[src/rtl/idec_pkg.sv]
package idec_pkg;
  localparam int unsigned INSN_W       = 16;
  localparam int unsigned FIELD_SRC_W  = 12;
  localparam int unsigned REG_W        = 5;
  localparam int unsigned IMM_W        = 8;
  localparam int unsigned IO_W         = 6;
  localparam int unsigned BIT_W        = 3;
  localparam int unsigned PAIR_W       = 2;
  localparam int unsigned OP_W         = 5;
  localparam int unsigned HI_BANK_BASE = 16;
  localparam int unsigned PAIR_BASE    = 24;

  typedef enum logic [OP_W-1:0] {
    OP_ILLEGAL, OP_ADD, OP_ADDC, OP_SUB, OP_SUBC, OP_AND, OP_XOR, OP_OR,
    OP_MUL, OP_SHL, OP_ANDK, OP_ORK, OP_SUBK, OP_SUBCK, OP_NOT, OP_NSWAP,
    OP_INC, OP_SHRA, OP_SHRL, OP_DEC, OP_PIN, OP_POUT, OP_PUSH, OP_POP,
    OP_BCLR, OP_BSET, OP_WADDK, OP_WSUBK
  } op_e;

  typedef enum logic [3:0] {
    FMT_NONE, FMT_RR, FMT_DK, FMT_D, FMT_S, FMT_DIO, FMT_SIO, FMT_IOB, FMT_PK
  } fmt_e;

  typedef struct packed {
    logic [REG_W-1:0]  dst;
    logic [REG_W-1:0]  src_split;
    logic [REG_W-2:0]  dst_hi;
    logic [IMM_W-1:0]  k8;
    logic [IO_W-1:0]   io6;
    logic [IO_W-2:0]   io5;
    logic [BIT_W-1:0]  bitn;
    logic [PAIR_W-1:0] pair;
    logic [IMM_W-1:0]  k6;
  } fields_t;

  function automatic fmt_e fmt_of(op_e op);
    case (op)
      OP_ADD, OP_ADDC, OP_SUB, OP_SUBC, OP_AND, OP_XOR, OP_OR, OP_MUL, OP_SHL:
        return FMT_RR;
      OP_ANDK, OP_ORK, OP_SUBK, OP_SUBCK:                 return FMT_DK;
      OP_NOT, OP_NSWAP, OP_INC, OP_SHRA, OP_SHRL, OP_DEC, OP_POP:
        return FMT_D;
      OP_PUSH:                                           return FMT_S;
      OP_PIN:                                            return FMT_DIO;
      OP_POUT:                                           return FMT_SIO;
      OP_BCLR, OP_BSET:                                  return FMT_IOB;
      OP_WADDK, OP_WSUBK:                                return FMT_PK;
      default:                                           return FMT_NONE;
    endcase
  endfunction
endpackage

[src/rtl/idec_fields.sv]
module idec_fields
  import idec_pkg::*;
(
  input  logic [FIELD_SRC_W-1:0] fld_word_i,
  output fields_t                fld_o
);
  always_comb begin
    fld_o.dst       = fld_word_i[8:4];
    fld_o.src_split = {fld_word_i[9], fld_word_i[3:0]};
    fld_o.dst_hi    = fld_word_i[7:4];
    fld_o.k8        = {fld_word_i[11:8], fld_word_i[3:0]};
    fld_o.io6       = {fld_word_i[10:9], fld_word_i[3:0]};
    fld_o.io5       = fld_word_i[7:3];
    fld_o.bitn      = fld_word_i[2:0];
    fld_o.pair      = fld_word_i[5:4];
    fld_o.k6        = {2'b00, fld_word_i[7:6], fld_word_i[3:0]};
  end
endmodule

[src/rtl/idec_class.sv]
module idec_class
  import idec_pkg::*;
(
  input  logic [INSN_W-1:0] cls_word_i,
  input  logic              regs_equal_i,
  output op_e               cls_op_o
);
  always_comb begin
    cls_op_o = OP_ILLEGAL;
    casez (cls_word_i)
      16'b0000_11??_????_????: cls_op_o = regs_equal_i ? OP_SHL : OP_ADD;
      16'b0001_11??_????_????: cls_op_o = OP_ADDC;
      16'b0001_10??_????_????: cls_op_o = OP_SUB;
      16'b0000_10??_????_????: cls_op_o = OP_SUBC;
      16'b0010_00??_????_????: cls_op_o = OP_AND;
      16'b0010_01??_????_????: cls_op_o = OP_XOR;
      16'b0010_10??_????_????: cls_op_o = OP_OR;
      16'b1001_11??_????_????: cls_op_o = OP_MUL;
      16'b0111_????_????_????: cls_op_o = OP_ANDK;
      16'b0110_????_????_????: cls_op_o = OP_ORK;
      16'b0101_????_????_????: cls_op_o = OP_SUBK;
      16'b0100_????_????_????: cls_op_o = OP_SUBCK;
      16'b1001_010?_????_0000: cls_op_o = OP_NOT;
      16'b1001_010?_????_0010: cls_op_o = OP_NSWAP;
      16'b1001_010?_????_0011: cls_op_o = OP_INC;
      16'b1001_010?_????_0101: cls_op_o = OP_SHRA;
      16'b1001_010?_????_0110: cls_op_o = OP_SHRL;
      16'b1001_010?_????_1010: cls_op_o = OP_DEC;
      16'b1011_0???_????_????: cls_op_o = OP_PIN;
      16'b1011_1???_????_????: cls_op_o = OP_POUT;
      16'b1001_001?_????_1111: cls_op_o = OP_PUSH;
      16'b1001_000?_????_1111: cls_op_o = OP_POP;
      16'b1001_1000_????_????: cls_op_o = OP_BCLR;
      16'b1001_1010_????_????: cls_op_o = OP_BSET;
      16'b1001_0110_????_????: cls_op_o = OP_WADDK;
      16'b1001_0111_????_????: cls_op_o = OP_WSUBK;
      default:                 cls_op_o = OP_ILLEGAL;
    endcase
  end
endmodule

[src/rtl/mcu_insn_decoder.sv]
module mcu_insn_decoder
  import idec_pkg::*;
(
  input  logic [INSN_W-1:0] insn_i,
  output logic [OP_W-1:0]   op_o,
  output logic              illegal_o,
  output logic [REG_W-1:0]  rd_o,
  output logic [REG_W-1:0]  rr_o,
  output logic [IMM_W-1:0]  imm_o,
  output logic [IO_W-1:0]   io_addr_o,
  output logic [BIT_W-1:0]  bit_o,
  output logic [PAIR_W-1:0] pair_o
);
  fields_t fld;
  op_e     op;
  fmt_e    fmt;

  idec_fields u_fields (
    .fld_word_i (insn_i[FIELD_SRC_W-1:0]),
    .fld_o      (fld)
  );

  // alias detection compares the reassembled fields, not raw bits
  idec_class u_class (
    .cls_word_i   (insn_i),
    .regs_equal_i (fld.dst == fld.src_split),
    .cls_op_o     (op)
  );

  assign fmt       = fmt_of(op);
  assign op_o      = op;
  assign illegal_o = (fmt == FMT_NONE);

  always_comb begin
    rd_o      = '0;
    rr_o      = '0;
    imm_o     = '0;
    io_addr_o = '0;
    bit_o     = '0;
    pair_o    = '0;
    case (fmt)
      FMT_RR:  begin rd_o = fld.dst; rr_o = fld.src_split; end
      FMT_DK:  begin
        rd_o  = REG_W'(HI_BANK_BASE) | {1'b0, fld.dst_hi};
        imm_o = fld.k8;
      end
      FMT_D:   rd_o = fld.dst;
      FMT_S:   rr_o = fld.dst;
      FMT_DIO: begin rd_o = fld.dst; io_addr_o = fld.io6; end
      FMT_SIO: begin rr_o = fld.dst; io_addr_o = fld.io6; end
      FMT_IOB: begin io_addr_o = {1'b0, fld.io5}; bit_o = fld.bitn; end
      FMT_PK:  begin
        pair_o = fld.pair;
        rd_o   = REG_W'(PAIR_BASE) | {2'b00, fld.pair, 1'b0};
        imm_o  = fld.k6;
      end
      default: ;
    endcase
  end

  always_comb begin
    if (illegal_o)
      assert_illegal_zero_R10: assert ((rd_o | rr_o) == '0 && imm_o == '0 &&
                                       io_addr_o == '0 && bit_o == '0 && pair_o == '0);
    if (op_o == OP_SHL)
      assert_alias_equal_R2: assert (rd_o == rr_o);
    if (op_o inside {OP_ANDK, OP_ORK, OP_SUBK, OP_SUBCK})
      assert_upper_bank_R4: assert (rd_o[REG_W-1] && rr_o == '0);
    if (op_o inside {OP_WADDK, OP_WSUBK})
      assert_pair_even_R9: assert (!rd_o[0] && rd_o >= REG_W'(PAIR_BASE) &&
                                   imm_o[IMM_W-1:IMM_W-2] == 2'b00);
    if (op_o inside {OP_BCLR, OP_BSET})
      assert_bit_addr_R8: assert (!io_addr_o[IO_W-1] && rd_o == '0 && rr_o == '0);
  end
endmodule

[config.mk]
export PLATFORM = sky130hd
export DESIGN_NAME = mcu_insn_decoder
export DESIGN_NICKNAME = d
export VERILOG_FILES = /design/src/rtl/idec_pkg.sv /design/src/rtl/idec_fields.sv /design/src/rtl/idec_class.sv /design/src/rtl/mcu_insn_decoder.sv
export SDC_FILE = /design/constraint.sdc
export NUM_CORES = 1
export LEC_CHECK = 0
export ABC_CLOCK_PERIOD_IN_PS = 3070
export BUFFER_PORTS_ARGS = -buffer_cell sky130_fd_sc_hd__buf_2
export CAP_MARGIN = 20
export CORE_MARGIN = 2
export CORE_UTILIZATION = 51
export DETAILED_ROUTE_END_ITERATION = 8
export PLACE_DENSITY = 0.9
export SYNTH_ARGS = -nofsm -noshare
export SYNTH_HDL_FRONTEND = slang
export SYNTH_SLANG_ARGS = --single-unit
[constraint.sdc]
create_clock -name vclk -period 3.07
set_input_delay 0 -clock vclk [all_inputs]
set_output_delay 0 -clock vclk [all_outputs]
set_load 0.05 [all_outputs]
After elaboration in Yosys (flattened, before gate mapping):

Memory sizes are Yosys's and may differ from the RTL's.
Index checks and enable logic that the tools add are counted.

* eq/ne operators: 35
* muxes and demuxes: 8
* reductions and logical operators: 4

Operator list (count)
* case mux 5 bit (26 select lines): 1
* equality test 11 bit, second input constant: 8
* equality test 4 x 3 -> 1 bit, second input constant: 8
* equality test 8 bit, second input constant: 4
* equality test 6 x 4 -> 1 bit, second input constant: 3
* case mux 8 bit (2 select lines): 1
* case mux 5 bit (3 select lines): 1
* equality test 6 x 2 -> 1 bit, second input constant: 2
* equality test 6 x 3 -> 1 bit, second input constant: 2
* case mux 6 bit (2 select lines): 1
* equality test 5 bit, second input constant: 2
* case mux 5 bit (2 select lines): 1
* equality test 4 x 2 -> 1 bit, second input constant: 2
* equality test 6 bit, second input constant: 1
* equality test 5 bit: 1
* equality test 4 x 1 -> 1 bit, second input constant: 1
* equality test 4 bit, second input constant: 1
* zero test 4 bit: 1
* 2-to-1 mux 4 bit: 1
* OR reduction 2 bit: 2
* 2-to-1 mux 3 bit: 1
* OR reduction 3 bit: 1
* 2-to-1 mux 2 bit: 1

* register bits: 0
* bits in read-only memories: 128
* bits of input ports: 16
* output and inout port bits: 35
* logic and storage cells: 48
* memories kept: 1

Memory list
* (no name shown): words 32, bits a word 4, read ports 1, clocked after memory_dff 0, wr ports 0, RTL line idec_pkg.sv:37 `case (op)`

Longest topological paths before layout:

An unclocked memory read counts as a cell.

* depth in word-level cells: 7
* mapped depth: 14

Cells and area by module:

A second synthesis with hierarchy kept.

* cell total of the unflattened synthesis: 178
* area, all modules: 1317.5 µm²

Modules (own cells, without submodules)
* mcu_insn_decoder: instances 1, cells an instance 77, area each 610.6 µm², sequential area each 0.0 µm²
* idec_class: instances 1, cells an instance 54, area each 357.8 µm², sequential area each 0.0 µm²
* idec_fields: instances 1, cells an instance 47, area each 349.1 µm², sequential area each 0.0 µm²

Worst setup path after synthesis:

OpenSTA, ideal clock, no wires.

* path type: input port to output port
* start: in insn_i[9]
* end: out io_addr_o[0]
* arrival time: 3.186 ns
* required time: 3.070 ns
* slack: -0.116 ns
* cell stages on the path: 12
* path buffers: 2
* cells stage by stage: clkbuf_1 nor2_1 a311oi_1 o21ai_0 nor3_1 inv_1 ha_1 nor4_2 o21a_1 buf_2 nand2_1 o22ai_1

RTL lines
* start: declaration: RTL line mcu_insn_decoder.sv:4 `input logic [INSN_W-1:0] insn_i,`
* equality test 11 bit or equality test 8 bit (tied branches): RTL line idec_class.sv:10 `casez (cls_word_i)`
* case mux 5 bit (26 select lines) *: RTL line idec_class.sv:10
* named net op_o[1]: RTL line mcu_insn_decoder.sv:5 `output logic [OP_W-1:0] op_o,`
* memory (32 x 4 bit) *
* equality test 4 x 3 -> 1 bit: RTL line mcu_insn_decoder.sv:41 `case (fmt)`
* OR reduction 2 bit (no source line)
* case mux 6 bit (2 select lines) *: RTL line mcu_insn_decoder.sv:41
* end: declaration: RTL line mcu_insn_decoder.sv:10 `output logic [IO_W-1:0] io_addr_o,`

The timed path passes the listed nets; every way through them passes the cells marked *.

Worst setup path after layout:

* start: in insn_i[14]
* end: out imm_o[5]

* longest elaborated chain between the ends: 5

Ends and longest elaborated chain
* equality test 11 bit, or another cell as far along: RTL line idec_class.sv:10
* case mux 5 bit (26 select lines) *: RTL line idec_class.sv:10
* memory (32 x 4 bit) *
* equality test 4 bit or equality test 4 x 2 -> 1 bit (tied branches): RTL line mcu_insn_decoder.sv:41
* case mux 8 bit (2 select lines) *: RTL line mcu_insn_decoder.sv:41
* end: declaration: RTL line mcu_insn_decoder.sv:9 `output logic [IMM_W-1:0] imm_o,`

Every way passes the cells marked *; elsewhere a longest branch is shown, timed or not.

==> flow_summary.ini <==
[die]
dieArea_um2 = 2749
io_pins = 51
num_rows = 17
fp.dieW_um = 52.43
fp.dieH_um = 52.43
start_util = 0.5407
coreArea_um2 = 2212

[pwr]
p_switching_uw = 232.3
p_comb_frac = 1.000
p_int_uw = 101.3
power.share.clock = 0
leakage_nw = 0.7354
ir_worst_vdd_mv = 0.1787
sw_frac_of_total = 0.6962
pwr-share-seq = 0
power_uw = 333.6
power.density_nw_per_um2 = 229.1

[global_route]
grt_pass1_vias = 1246
antenna_found_initial = 0
grt_overflow = 0
grt_pass1_wl_mm = 5.582
grt_max_degree = 16
grt_usage = 0.2525

[placed_design]
place.gp.congestion = 0.8655
dpl.hpwl_mm = 2.586
port_buffers = 51
pre_cts_slack_ns = 0.1540
dp_cells = 228

[sta]
min_period_ns = 2.872
relSlewSlack = 0.6392
tightest_slew_ns = 0.5391
fin_setup_tns_ns = 0
max_clock_freq_mhz = 348.1
grt_setup_unrepaired = no
worst_slack_ns = 0.1976
post-route-period-util = 0.9356
hold_violations = 0
setup_viol = 0
slew_violations = 0

[detailed_routing]
wire_per_inst_um = 14.44
vias_per_cell = 6.048
vias = 1379
drc = 0
drtPass1Iterations = 4
drt_wl_total_mm = 3.292
postRouteAntennaNets = 0
drtIter0Drc = 46

[clock_tree]
cts_hold_buf = 0
postCtsSetupRepairBufs = 0
cts_resized = 0

[setup_path]
worstSetupStartpointType = input port
crit_chain = buf_2 > and4bb_4 > nand3b_4 > o31ai_2 > nor3_2 > ha_1 > o21ai_2 > a2bb2oi_4 > and3_2 > a22o_1 > buf_2
crit_family = compound AO/OA/AOI/OAI gates
cp_common_cell = buf_2
crit_arrival_ns = 2.87
required_ns = 3.07
worstSetupEndpointType = primary output
path_max_fanout = 9
worstSetupPathType = in2out
path_depth = 11
worst_path_max_delay_cell = and4bb_4
critPathBufInv = 2
max_stage_delay_ns = 0.39

[finish]
nClkBuffers = 0
final_util = 0.6584
nNetsFinal = 226
antenna_cells = 0
layout-drive-gt1-share = 0.4150
fill_cells = 194
syn_to_final_growth_pct = 21.76
regArea_um2 = 0
final_cells = 228
design.seq.count = 0

[run]
maxCapViolations = 0

[logic_synthesis]
synth_seq_area_share = 0
synth_area_per_cell_um2 = 7.476
synth.area.top_cells = ha_1, a22o_1, nand2_1, xor2_1, nor2_1
yosysTopAreaCellShare = 0.08368
synth_area_um2 = 1196
synthCells = 160
synth.distinct_cells = 62
synth_nets = 184
yosys_warnings = 0
synth_top_area_cell = ha_1

[min_path]
hp-class = in2out
holdPathStages = 3

[run_status]
outcome = finished, final reports clean
final timing paths:
path / from / end / slack (ns)
max: insn_i[14] / imm_o[5] / 0.20
min: insn_i[4] / rd_o[0] / 0.46
layout make-up:
cell class	count	area (um2)	share of cell area
multi-input combinational	139	1124	0.7715
timing repair buffer	52	262.8	0.1804
inverter	9	35.03	0.02405
tap	28	35.03	0.02405
synthesized netlist by cell type (4+ instances only):
cell,number
buf_2,6
o21a_1,5
nand2_1,13
and3_1,6
o21ai_0,4
ha_1,8
o22ai_1,6
and2_1,6
nor2_1,11
xor2_1,5
a21o_1,4
a22o_1,7
a21oi_1,6
inv_1,7
metal layers:
| layer | up-vias | routed length (um) | global-route usage |
|---|---|---|---|
| li1 | 682 | - | - |
| met1 | 633 | 1481 | 0.3556 |
| met2 | 60 | 1587 | 0.4375 |
| met3 | 4 | 213 | 0.01143 |
| met4 | 0 | 10 | 0.02137 |
| met5 | - | 0 | 0 |
cell families (layout without fill, tap and decap cells):
group                    Yosys count  after routing  synth area share
multiplexers                       1              1          0.008369
AO/OA/AOI/OAI                     52             52            0.3714
AND/OR/NAND/NOR                   71             71            0.3871
adder cells (fa/ha/maj)            8              8           0.08369
buffers and inverters             21             61           0.09205
XOR/XNOR                           7              7           0.05753
stage by stage:
stage | area [um2] | hold slack [ns]
after floorplan | 1227 | 0.2546
after global placement | 1450 | 0.4663
after detailed placement | 1450 | 0.4644
after CTS | 1450 | 0.4656
after global routing | 1456 | 0.4865
final | 1456 | 0.4635
cells in the final DEF (no fill, tap or decap), types with 3 or more instances in the layout:
cell type / Yosys / layout
and3_1: 6 / 5
buf_2: 6 / 51
a21oi_1: 6 / 6
a22o_1: 7 / 7
ha_1: 8 / 8
o21a_1: 5 / 5
xor2_1: 5 / 5
nand2b_1: 3 / 3
nor2_1: 11 / 11
nand2_1: 13 / 13
a21o_1: 4 / 4
inv_1: 7 / 7
o22ai_2: 0 / 5
nand4_1: 3 / 3
o21ai_0: 4 / 4
and2_1: 6 / 6
nand3_1: 3 / 3
power by group through the flow:
stage	combinational (mW)	sequential, mW	clock [mW]
after floorplan	0.265	0	0
after global placement	0.325	0	0
after detailed placement	0.329	0	0
after CTS	0.330	0	0
after global routing	0.356	0	0
final	0.334	0	0
Note: power is estimated with default switching activity, not from simulation.
